$ cat src/rtl/wbuf_pkg.sv
// Package: shared types for the write-through store buffer.
// Assumes: nothing beyond SystemVerilog enums.
package wbuf_pkg;
    typedef enum logic [1:0] {
        RD_IDLE = 2'd0,
        RD_PEND = 2'd1,
        RD_WAIT = 2'd2,
        RD_RESP = 2'd3
    } rd_state_e;

    typedef enum logic [1:0] {
        SRC_NONE  = 2'd0,
        SRC_DRAIN = 2'd1,
        SRC_READ  = 2'd2
    } mem_src_e;
endpackage

$ cat src/rtl/wbuf_store.sv
// Module: wbuf_store
// Circular queue of DEPTH store entries with per-slot valid bits, exposed
// in parallel so a comparator can see every slot.
// Assumes: push is never raised when full and pop never when empty.
module wbuf_store #(
    parameter int AW = 16,
    parameter int DW = 32,
    parameter int DEPTH = 4,
    localparam int PW = (DEPTH > 1) ? $clog2(DEPTH) : 1,
    localparam int CW = $clog2(DEPTH + 1)
) (
    input  logic                      clk,
    input  logic                      rst_n,
    input  logic                      push,
    input  logic [AW-1:0]             push_addr,
    input  logic [DW-1:0]             push_data,
    input  logic                      pop,
    output logic [PW-1:0]             head_idx,
    output logic [DEPTH-1:0]          ent_valid,
    output logic [DEPTH-1:0][AW-1:0]  ent_addr,
    output logic [DEPTH-1:0][DW-1:0]  ent_data,
    output logic [CW-1:0]             count,
    output logic                      full,
    output logic                      not_empty
);
    logic [PW-1:0] tail_idx;

    function automatic logic [PW-1:0] step(input logic [PW-1:0] i);
        return (i == PW'(DEPTH - 1)) ? '0 : i + 1'b1;
    endfunction

    // Pointer, valid-bit and occupancy bookkeeping.
    always_ff @(posedge clk) begin
        if (!rst_n) begin
            head_idx  <= '0;
            tail_idx  <= '0;
            ent_valid <= '0;
            count     <= '0;
        end else begin
            if (pop) begin
                ent_valid[head_idx] <= 1'b0;
                head_idx            <= step(head_idx);
            end
            if (push) begin
                ent_valid[tail_idx] <= 1'b1;
                tail_idx            <= step(tail_idx);
            end
            count <= count + CW'(push) - CW'(pop);
        end
    end

    // Payload write into the tail slot; payload needs no reset.
    always_ff @(posedge clk) begin
        if (push) begin
            ent_addr[tail_idx] <= push_addr;
            ent_data[tail_idx] <= push_data;
        end
    end

    assign full      = (count == CW'(DEPTH));
    assign not_empty = (count != '0);
endmodule

$ cat src/rtl/wbuf_match.sv
// Module: wbuf_match
// Compares a read word address with every valid slot and picks the youngest
// matching slot by walking the slots in age order from the head.
// Assumes: slots from head onward are ordered oldest to youngest.
module wbuf_match #(
    parameter int AW = 16,
    parameter int DW = 32,
    parameter int DEPTH = 4,
    localparam int PW = (DEPTH > 1) ? $clog2(DEPTH) : 1
) (
    input  logic [AW-1:0]             look_addr,
    input  logic [PW-1:0]             head_idx,
    input  logic [DEPTH-1:0]          ent_valid,
    input  logic [DEPTH-1:0][AW-1:0]  ent_addr,
    input  logic [DEPTH-1:0][DW-1:0]  ent_data,
    output logic                      hit,
    output logic [DW-1:0]             hit_data
);
    logic [DEPTH-1:0] eq;

    for (genvar g = 0; g < DEPTH; g++) begin : g_cmp
        assign eq[g] = ent_valid[g] && (ent_addr[g] == look_addr);
    end

    // Age-ordered scan: a later (younger) match overrides an earlier one.
    always_comb begin
        hit      = 1'b0;
        hit_data = '0;
        for (int k = 0; k < DEPTH; k++) begin
            int s;
            s = (int'(head_idx) + k) % DEPTH;
            if (eq[s[PW-1:0]]) begin
                hit      = 1'b1;
                hit_data = ent_data[s[PW-1:0]];
            end
        end
    end
endmodule

$ cat src/rtl/wbuf_arb.sv
// Module: wbuf_arb
// Chooses the source of the memory request: a store already presented is
// held until accepted, then a pending read wins, then the queue head drains.
// Assumes: drain_ok is low while a read is pending or outstanding.
module wbuf_arb #(
    parameter int AW = 16,
    parameter int DW = 32
) (
    input  logic          clk,
    input  logic          rst_n,
    input  logic          rd_pend,
    input  logic          drain_ok,
    input  logic          have_entry,
    input  logic [AW-1:0] head_addr,
    input  logic [DW-1:0] head_data,
    input  logic [AW-1:0] rd_addr,
    input  logic          mem_req_ready,
    output logic          mem_req_valid,
    output logic          mem_req_write,
    output logic [AW-1:0] mem_req_addr,
    output logic [DW-1:0] mem_req_data,
    output logic          pop,
    output logic          read_issued
);
    import wbuf_pkg::*;

    mem_src_e src;
    logic     drain_hold;

    // Priority pick of the request source for this cycle.
    always_comb begin
        src = SRC_NONE;
        if (drain_hold)                   src = SRC_DRAIN;
        else if (rd_pend)                 src = SRC_READ;
        else if (drain_ok && have_entry)  src = SRC_DRAIN;
    end

    // Remember a presented store that memory has not yet accepted.
    always_ff @(posedge clk) begin
        if (!rst_n) drain_hold <= 1'b0;
        else        drain_hold <= (src == SRC_DRAIN) && !mem_req_ready;
    end

    assign mem_req_valid = (src != SRC_NONE);
    assign mem_req_write = (src == SRC_DRAIN);
    assign mem_req_addr  = (src == SRC_DRAIN) ? head_addr : rd_addr;
    assign mem_req_data  = (src == SRC_DRAIN) ? head_data : '0;
    assign pop           = (src == SRC_DRAIN) && mem_req_ready;
    assign read_issued   = (src == SRC_READ) && mem_req_ready;
endmodule

$ cat src/rtl/wbuf_rdctl.sv
// Module: wbuf_rdctl
// Read-miss sequencer: takes one read at a time, answers it from the queue
// on a match, or parks it for the arbiter and waits for memory data.
// Assumes: memory returns read data no earlier than the cycle after accept.
module wbuf_rdctl #(
    parameter int AW = 16,
    parameter int DW = 32
) (
    input  logic                 clk,
    input  logic                 rst_n,
    input  logic                 rd_valid,
    input  logic [AW-1:0]        rd_addr,
    input  logic                 hit,
    input  logic [DW-1:0]        hit_data,
    input  logic                 read_issued,
    input  logic                 mem_resp_valid,
    input  logic [DW-1:0]        mem_resp_data,
    output logic                 rd_ready,
    output logic                 rd_resp_valid,
    output logic [DW-1:0]        rd_resp_data,
    output wbuf_pkg::rd_state_e  state,
    output logic [AW-1:0]        pend_addr
);
    import wbuf_pkg::*;

    logic accept;
    assign rd_ready      = (state == RD_IDLE);
    assign accept        = rd_valid && rd_ready;
    assign rd_resp_valid = (state == RD_RESP);

    // Read sequencing and response capture.
    always_ff @(posedge clk) begin
        if (!rst_n) begin
            state        <= RD_IDLE;
            pend_addr    <= '0;
            rd_resp_data <= '0;
        end else begin
            case (state)
                RD_IDLE: if (accept) begin
                    if (hit) begin
                        state        <= RD_RESP;
                        rd_resp_data <= hit_data;
                    end else begin
                        state     <= RD_PEND;
                        pend_addr <= rd_addr;
                    end
                end
                RD_PEND: if (read_issued) state <= RD_WAIT;
                RD_WAIT: if (mem_resp_valid) begin
                    state        <= RD_RESP;
                    rd_resp_data <= mem_resp_data;
                end
                default: state <= RD_IDLE;
            endcase
        end
    end
endmodule

$ cat src/rtl/wtbuf_bypass.sv
// Module: wtbuf_bypass (top)
// Store queue between a write-through cache and memory, with reads that
// bypass queued stores after an address check against every entry.
// Assumes: word addresses; a store taken in the same cycle as a read is
// ordered after that read.
module wtbuf_bypass #(
    parameter int AW = 16,
    parameter int DW = 32,
    parameter int DEPTH = 4
) (
    input  logic          clk,
    input  logic          rst_n,
    input  logic          wr_valid,
    output logic          wr_ready,
    input  logic [AW-1:0] wr_addr,
    input  logic [DW-1:0] wr_data,
    input  logic          rd_valid,
    output logic          rd_ready,
    input  logic [AW-1:0] rd_addr,
    output logic          rd_resp_valid,
    output logic [DW-1:0] rd_resp_data,
    output logic          mem_req_valid,
    input  logic          mem_req_ready,
    output logic          mem_req_write,
    output logic [AW-1:0] mem_req_addr,
    output logic [DW-1:0] mem_req_data,
    input  logic          mem_resp_valid,
    input  logic [DW-1:0] mem_resp_data
);
    import wbuf_pkg::*;

    localparam int PW = (DEPTH > 1) ? $clog2(DEPTH) : 1;
    localparam int CW = $clog2(DEPTH + 1);

    logic                     push, pop, full, not_empty;
    logic [PW-1:0]            head_idx;
    logic [DEPTH-1:0]         ent_valid;
    logic [DEPTH-1:0][AW-1:0] ent_addr;
    logic [DEPTH-1:0][DW-1:0] ent_data;
    logic [CW-1:0]            buf_count;
    logic                     fwd_hit;
    logic [DW-1:0]            fwd_data;
    logic                     read_issued;
    rd_state_e                rd_state;
    logic [AW-1:0]            pend_addr;
    logic                     drain_ok;

    assign wr_ready = !full;
    assign push     = wr_valid && wr_ready;
    assign drain_ok = (rd_state == RD_IDLE) || (rd_state == RD_RESP);

    wbuf_store #(.AW(AW), .DW(DW), .DEPTH(DEPTH)) u_store (
        .clk(clk), .rst_n(rst_n), .push(push), .push_addr(wr_addr),
        .push_data(wr_data), .pop(pop), .head_idx(head_idx),
        .ent_valid(ent_valid), .ent_addr(ent_addr), .ent_data(ent_data),
        .count(buf_count), .full(full), .not_empty(not_empty)
    );

    wbuf_match #(.AW(AW), .DW(DW), .DEPTH(DEPTH)) u_match (
        .look_addr(rd_addr), .head_idx(head_idx), .ent_valid(ent_valid),
        .ent_addr(ent_addr), .ent_data(ent_data), .hit(fwd_hit),
        .hit_data(fwd_data)
    );

    wbuf_rdctl #(.AW(AW), .DW(DW)) u_rdctl (
        .clk(clk), .rst_n(rst_n), .rd_valid(rd_valid), .rd_addr(rd_addr),
        .hit(fwd_hit), .hit_data(fwd_data), .read_issued(read_issued),
        .mem_resp_valid(mem_resp_valid), .mem_resp_data(mem_resp_data),
        .rd_ready(rd_ready), .rd_resp_valid(rd_resp_valid),
        .rd_resp_data(rd_resp_data), .state(rd_state), .pend_addr(pend_addr)
    );

    wbuf_arb #(.AW(AW), .DW(DW)) u_arb (
        .clk(clk), .rst_n(rst_n), .rd_pend(rd_state == RD_PEND),
        .drain_ok(drain_ok), .have_entry(not_empty),
        .head_addr(ent_addr[head_idx]), .head_data(ent_data[head_idx]),
        .rd_addr(pend_addr), .mem_req_ready(mem_req_ready),
        .mem_req_valid(mem_req_valid), .mem_req_write(mem_req_write),
        .mem_req_addr(mem_req_addr), .mem_req_data(mem_req_data),
        .pop(pop), .read_issued(read_issued)
    );
endmodule

$ cat config.mk
export PLATFORM = sky130hd
export DESIGN_NAME = wtbuf_bypass
export DESIGN_NICKNAME = d
export VERILOG_FILES = /design/src/rtl/wbuf_pkg.sv /design/src/rtl/wbuf_store.sv /design/src/rtl/wbuf_match.sv /design/src/rtl/wbuf_arb.sv /design/src/rtl/wbuf_rdctl.sv /design/src/rtl/wtbuf_bypass.sv
export SDC_FILE = /design/constraint.sdc
export NUM_CORES = 1
export LEC_CHECK = 0
export BUFFER_PORTS_ARGS = -buffer_cell sky130_fd_sc_hd__buf_2
export CELL_PAD_IN_SITES_DETAIL_PLACEMENT = 0
export CELL_PAD_IN_SITES_GLOBAL_PLACEMENT = 1
export CORE_ASPECT_RATIO = 1.25
export CORE_MARGIN = 2
export CORE_UTILIZATION = 45
export DETAILED_ROUTE_END_ITERATION = 7
export GPL_ROUTABILITY_DRIVEN = 1
export GPL_TIMING_DRIVEN = 1
export PLACE_DENSITY_LB_ADDON = 0.1
export SLEW_MARGIN = 20
export SYNTH_ARGS = -nofsm -noshare
export SYNTH_HDL_FRONTEND = slang
export SYNTH_HIERARCHICAL = 1
export SYNTH_SLANG_ARGS = --single-unit
$ cat constraint.sdc
create_clock -name clk -period 3.5 [get_ports clk]
set_input_delay 0 -clock clk [delete_from_list [all_inputs] [get_ports clk]]
set_output_delay 0 -clock clk [all_outputs]
set_load 0.05 [all_outputs]
# Word level (Yosys, flattened, before mapping)
# Cells that the tools add are included.
word_totals:
  out_inout_bits: 85
  elab_cells: 127
  latchBits: 0
  memories: 0
  reg_bits: 254
  ramBits: 0
  mem_bits_ro: 0
  inputBits: 102
op_classes:
  n_mux: 55
  multipliers: 0
  n_div: 0
  n_bitwise: 4
  n_eq_ne: 16
  n_shift: 0
  n_reduce_logical: 22
  magnitude_cmp: 7
  addsub: 7
op_table:
  columns: ["op", "n"]
  rows:
  - ["$mux W32", 13]
  - ["$bmux W32 S2", 4]
  - ["$bwmux W128", 1]
  - ["$bwmux W64", 1]
  - ["$demux W32 S2", 1]
  - ["$eq A16 B16 Y1", 4]
  - ["$pmux W32 S2", 1]
  - ["$mux W16", 3]
  - ["$bmux W16 S2", 1]
  - ["$demux W16 S2", 1]
  - ["$mux W2", 8]
  - ["$lt A2 B3 Y1 const B", 5]
  - ["$logic_and A1 B1 Y1", 12]
  - ["$mux W4", 3]
  - ["$mux W1", 11]
  - ["$eq A2 B2 Y1 const B", 5]
  - ["$bmux W1 S2", 4]
  - ["$ne A2 B2 Y1 const B", 4]
  - ["$add A2 B1 Y2 const B", 3]
  - ["$pmux W2 S3", 1]
  - ["$reduce_and A3 Y1", 2]
  - ["$add A2 B2 Y2 const B", 2]
  - ["$and A4 B4 Y4", 1]
  - ["$demux W1 S2", 2]
  - ["14 further kinds", 18]

# Longest topological paths before layout
logic_depth:
  depth_word: 12
  ltp_mapped: 13
  depth_no_buf: 10

# Cells and area by module
# The synthesis kept the hierarchy.
modules_own_cells:
  columns: ["mod", "area_each_um2", "seq_area_each_um2", "n_inst", "cells_each"]
  rows:
  - ["wbuf_store", 6373.6, 5985.7, 1, 251]
  - ["wbuf_match", 4513.1, 0.0, 1, 596]
  - ["wbuf_rdctl", 2508.7, 1001.0, 1, 268]
  - ["wtbuf_bypass", 1178.6, 0.0, 1, 62]
  - ["wbuf_arb", 849.6, 20.0, 1, 123]

# Worst setup path after synthesis
# Ideal clock, no wire load.
synth_path:
  path_type: "flip-flop to flip-flop"
  start: "register u_rdctl.state[1]"
  end: "register u_store.count[2]"
  arrival_ns: 2.760
  setup_time_ns: 0.117
  required_time_ns: 3.383
  n_path_buf: 3
  slack_ns: 0.622
  path_stages_with_launch: 14
  path_cell_list: "dfxtp_1 inv_1 ha_1 buf_2 and3b_1 buf_6 buf_6 o21a_1 ha_1 inv_1 ha_1 fa_1 xor3_1 nor2_1"
synth_between:
  elab_chain_cells: 9
  word_cells_on_any_way: 11
  classes_between: "add/sub: 1; eq/ne: 3; mux: 3; reduce/logical: 4"
synth_lines:
  columns: ["element", "line", "rtl"]
  rows:
  - ["start, declared", "wbuf_rdctl.sv:21", "output wbuf_pkg::rd_state_e state,"]
  - ["start signal, assigned", "wbuf_rdctl.sv:34", "state <= RD_IDLE;"]
  - ["start signal, assigned", "wbuf_rdctl.sv:41", "state <= RD_RESP;"]
  - ["start signal, assigned", "wbuf_rdctl.sv:44", "state <= RD_PEND;"]
  - ["$eq A2 B2 Y1 / $logic_not A2 Y1 (equally long branches)", "wtbuf_bypass.sv:50", "assign drain_ok = (rd_state == RD_IDLE) || (rd_state == RD_RESP);"]
  - ["$logic_or A1 B1 Y1 *", "wtbuf_bypass.sv:50", null]
  - ["named net drain_ok", "wtbuf_bypass.sv:46", "logic drain_ok;"]
  - ["$logic_and A1 B1 Y1 *", "wbuf_arb.sv:35", "else if (drain_ok && have_entry) src = SRC_DRAIN;"]
  - ["$mux W1 *", "wbuf_arb.sv:35", null]
  - ["$mux W2 *", "wbuf_arb.sv:34", "else if (rd_pend) src = SRC_READ;"]
  - ["$mux W2 *", "wbuf_arb.sv:33", "if (drain_hold) src = SRC_DRAIN;"]
  - ["$eq A2 B1 Y1 *", "wbuf_arb.sv:48", "assign pop = (src == SRC_DRAIN) && mem_req_ready;"]
  - ["$logic_and A1 B1 Y1 *", "wbuf_arb.sv:48", null]
  - ["named net pop", "wtbuf_bypass.sv:35", "logic push, pop, full, not_empty;"]
  - ["$sub A3 B1 Y3 *", "wbuf_store.sv:48", "count <= count + CW'(push) - CW'(pop);"]
  - ["end signal, assigned", "wbuf_store.sv:48", null]
  - ["end, declared", "wbuf_store.sv:22", "output logic [CW-1:0] count,"]
# Mark *: on every way through the listed nets, which the timed path passes. The rest lies on a longest branch.
# A chain may end at the register's enable or synchronous reset.

# Worst setup path after layout
layout_path:
  start: "register u_store/ent_addr[31] in the netlist's numbering"
  end: "register u_rdctl.rd_resp_data[0]"
layout_between:
  elab_chain_cells: 11
  word_cells_on_any_way: 23
  classes_between: "eq/ne: 2; mux: 19; reduce/logical: 2"
layout_lines:
  columns: ["element", "line", "rtl"]
  rows:
  - ["start, declared", "wbuf_store.sv:20", "output logic [DEPTH-1:0][AW-1:0] ent_addr,"]
  - ["start signal, assigned by index", "wbuf_store.sv:55", "ent_addr[tail_idx] <= push_addr;"]
  - ["$eq A16 B16 Y1 *", "wbuf_match.sv:22", "assign eq[g] = ent_valid[g] && (ent_addr[g] == look_addr);"]
  - ["$logic_and A1 B1 Y1 *", "wbuf_match.sv:22", null]
  - ["$bmux W1 S2", "wbuf_match.sv:32", "if (eq[s[PW-1:0]]) begin"]
  - ["$mux W1 (not written as such)", "wbuf_match.sv:32", null]
  - ["$mux W32 (3 in series)", "wbuf_match.sv:32", null]
  - ["$mux W32 *", "wbuf_match.sv:32", null]
  - ["named net fwd_data[0]", "wtbuf_bypass.sv:42", "logic [DW-1:0] fwd_data;"]
  - ["$mux W32 *", "wbuf_rdctl.sv:40", "if (hit) begin"]
  - ["$mux W32 *", "wbuf_rdctl.sv:39", "RD_IDLE: if (accept) begin"]
  - ["$pmux W32 S2 *", "wbuf_rdctl.sv:38", "case (state)"]
  - ["end signal, assigned", "wbuf_rdctl.sv:42", "rd_resp_data <= hit_data;"]
  - ["end signal, assigned", "wbuf_rdctl.sv:51", "rd_resp_data <= mem_resp_data;"]
  - ["end, declared", "wbuf_rdctl.sv:20", "output logic [DW-1:0] rd_resp_data,"]
# Mark *: on every way through the listed nets, which the timed path passes. The rest lies on a longest branch. The select of a mux whose other input is x is not followed.

==> results.md <==
- Status: complete, no violations
- Synth Area in Compound Gates: 12.4%
- Crit. End Element: register
- Power per cell area: 736 mW/mm^2
- WP data arrival: 3.66 ns
- Distinct cells, synth: 55
- Synth async-reset ratio: 0%
- Initial antenna violation count: 1
- Largest net degree at the start of global routing: 105
- Fraction of the mapped netlist area in adder cells: 1.51%
- Critical path depth in cells: 12
- Synth Area in XOR/XNOR: 3.79%
- Crit path cell chain: xnor2_1, nand4_1, nor4_2, buf_4, a32oi_4, nor2b_4, buf_12, a211oi_1, o32ai_1, mux2_2, nand2_1, mux2i_1
- DP Area: 0.0167 mm^2
- Gpl congestion: 0.846
- Initial core utilization: 45.8%
- Root Buffer: clkbuf_16
- R2R depth: 12
- Synthesized area: 0.0154 mm^2
- DR iter-0 viols: 756
- Final Setup Violations: 0
- CTS resizes: 0
- DRC: 0
- Yosys top cell by area: edfxtp_1
- Layout cells sized above 1: 28.5%
- FMAX: 0.314 GHz
- Area growth syn-to-layout: 21.3%
- Final Non-Filler Cells: 1990
- FF+latch count, synth: 254
- Clock latency on the worst-skew pair: 0.56 ns
- Synth Warn #: 6
- CTS buffer count: 28
- Endpoints failing hold: 0
- Setup_tns: 0 ns
- Crit-path max cell delay: 0.71 ns
- Die W: 170 um
- Nature of the critical path startpoint: register
- Max Transition Viols Final: 0
- Diode count: 0
- Syn avg cell area: 11.9 um^2
- Most common cell in the netlist: edfxtp_1
- Die Y-Extent: 211 um
- Hpwl dp: 28800 um
- CP Class: register to register
- Mux contribution to synthesized area: 20.7%
- Buf/Inv on CP: 2
- Finished Core Util: 55.5%
- Commonest cells in the netlist: edfxtp_1, nand2_1, mux2i_1
- Vias in the first global route: 11.9k
- Post-synth EDFFs: 192
- Drt first pass iters: 5
- GRT Overall Usage: 25.2%
- PortBufs: 186
- Via count: 11.7k
- Total power: 13.8 mW
- Setup crit start: u_store/ent_addr[31]
- Worst Path Required: 3.98 ns
- Worst path slowest cell: a32oi_4
- Hold path startpoint: rd_valid
- CP Max Fanout: 18
- R2R Path Start: u_store/ent_addr[31]
- Syn Nets: 1420
- Die area: 0.0358 mm^2
- Nets: 1665
- Max H-tree Level: 1
- DR vias/cell: 5.87
- Worst-Margin Slew: 0.963 ns
- R2R setup slack: 0.32 ns
- Worst relative slew slack: 35.8%
- Max-Cap Viols: 0
- Worst Hold Class: input pin to register
- Global-route wire length before repair: 68800 um
- Synth area leaders: edfxtp_1, dfxtp_1, mux4_2
- Main combinational cell family by area after synthesis: multiplexers
- Rows: 75
- Leakage: 6.59 nW
- Clock sinks: 254
- Post-Route WL: 45400 um
- Wire per inst: 22.8 um
- Hold Path Cell Cnt: 4
- Core Area: 0.0337 mm^2
- Peak supply drop: 0.533 mV
- DP Cell Count: 1833
- IO Count: 187
- FF-to-FF End: u_rdctl/rd_resp_data[0]
- Post-synthesis simple-gate area fraction: 11.6%
- ANT nets after route: 0
- CTS Buffer Depth: 3
- Synth top area share: 37.4%
- Cell area after layout: 0.0187 mm^2
- Period utilization: 91.0%
- Sequential fraction of the synthesis area: 45.4%
- Gr ovfl total: 0
- Dpl ws: 0.339 ns
- Worst Slack Setup Final: 0.315 ns
- RSZ-0062 raised after global routing: false
- Top FF cell, synth: edfxtp_1
- Clock period minus worst slack: 3.18 ns
- WHS: 0.0211 ns
- Min-Delay Endpoint: u_rdctl/state[1]
- Syn Inst Count: 1300
- TritonCTS clock tree: built
- Crit path max-delay family: compound AO/OA/AOI/OAI gates
- CTS clk-pin slew, worst paths: 0.06 ns
- Worst clock skew: 0.0116 ns
-- cell families after synthesis --
group                      count (synthesis)
AOI/OAI and AO/OA                        276
xor gates and xnor gates                  65
adders and majority gates                 18
buffers and inverters                    130
DFF                                      254
muxes                                    245
and+or+nand+nor                          312
-- flip-flops by register name, summed over array words and instances (netlist names) --
name,cells
u_arb/drain_hold,1
u_rdctl/pend_addr,16
u_rdctl/rd_resp_data,32
u_rdctl/state,2
u_store/count,3
u_store/ent_addr,64
u_store/ent_data,128
u_store/ent_valid,4
u_store/head_idx,2
u_store/tail_idx,2
-- worst register-to-register path: stages, from the launching register on --
cell and delay, ns:
edfxtp_1 0.40, xnor2_1 0.18, nand4_1 0.13, nor4_2 0.06, buf_4 0.15, a32oi_4 0.71
nor2b_4 0.33, buf_12 0.18, a211oi_1 0.09, o32ai_1 0.45, mux2_2 0.24, nand2_1 0.05
mux2i_1 0.15
-- layer usage --
| layer | global-route usage [%] | part of all wire, % |
|---|---|---|
| met1 | 31.4 | 41 |
| met2 | 45.3 | 51 |
| met3 | 2.72 | 5.0 |
| met4 | 8.61 | 2.8 |
| met5 | 0 | 0.029 |
-- repair_timing --
item,in CTS,in global routing
endpoints found under the setup margin,0,0
endpoints found under the hold margin,245,0
hold buffers,105,0
setup buffers,0,0
-- final cells by class --
type                       instances  area (um^2)
clock buffer                      31          743
clock inverter                    21          221
fill                            2924        15000
inverter                          15         56.3
multi-input combinational        916         7770
sequential                       254         7020
tap                              423          529
timing repair buffer             330         2380
-- power breakdown --
group | internal [mW] | total, mW | switching, mW
Clock | 1.83 | 3.09 | 1.26
Combinational | 2.43 | 6.82 | 4.39
Sequential | 3.63 | 3.86 | 0.230
Total | 7.89 | 13.8 | 5.88
-- worst max-delay path by stage --
stage,slack (ns),to
after floorplan,0.62,u_store/count[2]
after global placement,0.34,u_rdctl/rd_resp_data[17]
after detailed placement,0.34,u_rdctl/rd_resp_data[0]
after CTS,0.31,u_rdctl/rd_resp_data[28]
after global routing,0.14,u_rdctl/rd_resp_data[28]
final,0.32,u_rdctl/rd_resp_data[0]
-- cells in the final DEF (no fill, tap or decap), types with 29 or more instances in the layout --
cell type,n
a211oi_1,64
nor2_1,36
o21ai_0,64
mux2_2,96
dfxtp_1,59
mux2i_1,100
buf_4,32
xnor2_1,52
dlygate4sd3_1,105
o32ai_1,32
o21a_1,37
a21oi_1,34
buf_2,185
clkbuf_16,29
edfxtp_1,192
nand2_1,129
or3b_1,63
mux4_2,49
No activity file was read; power rests on OpenSTA's default activity.
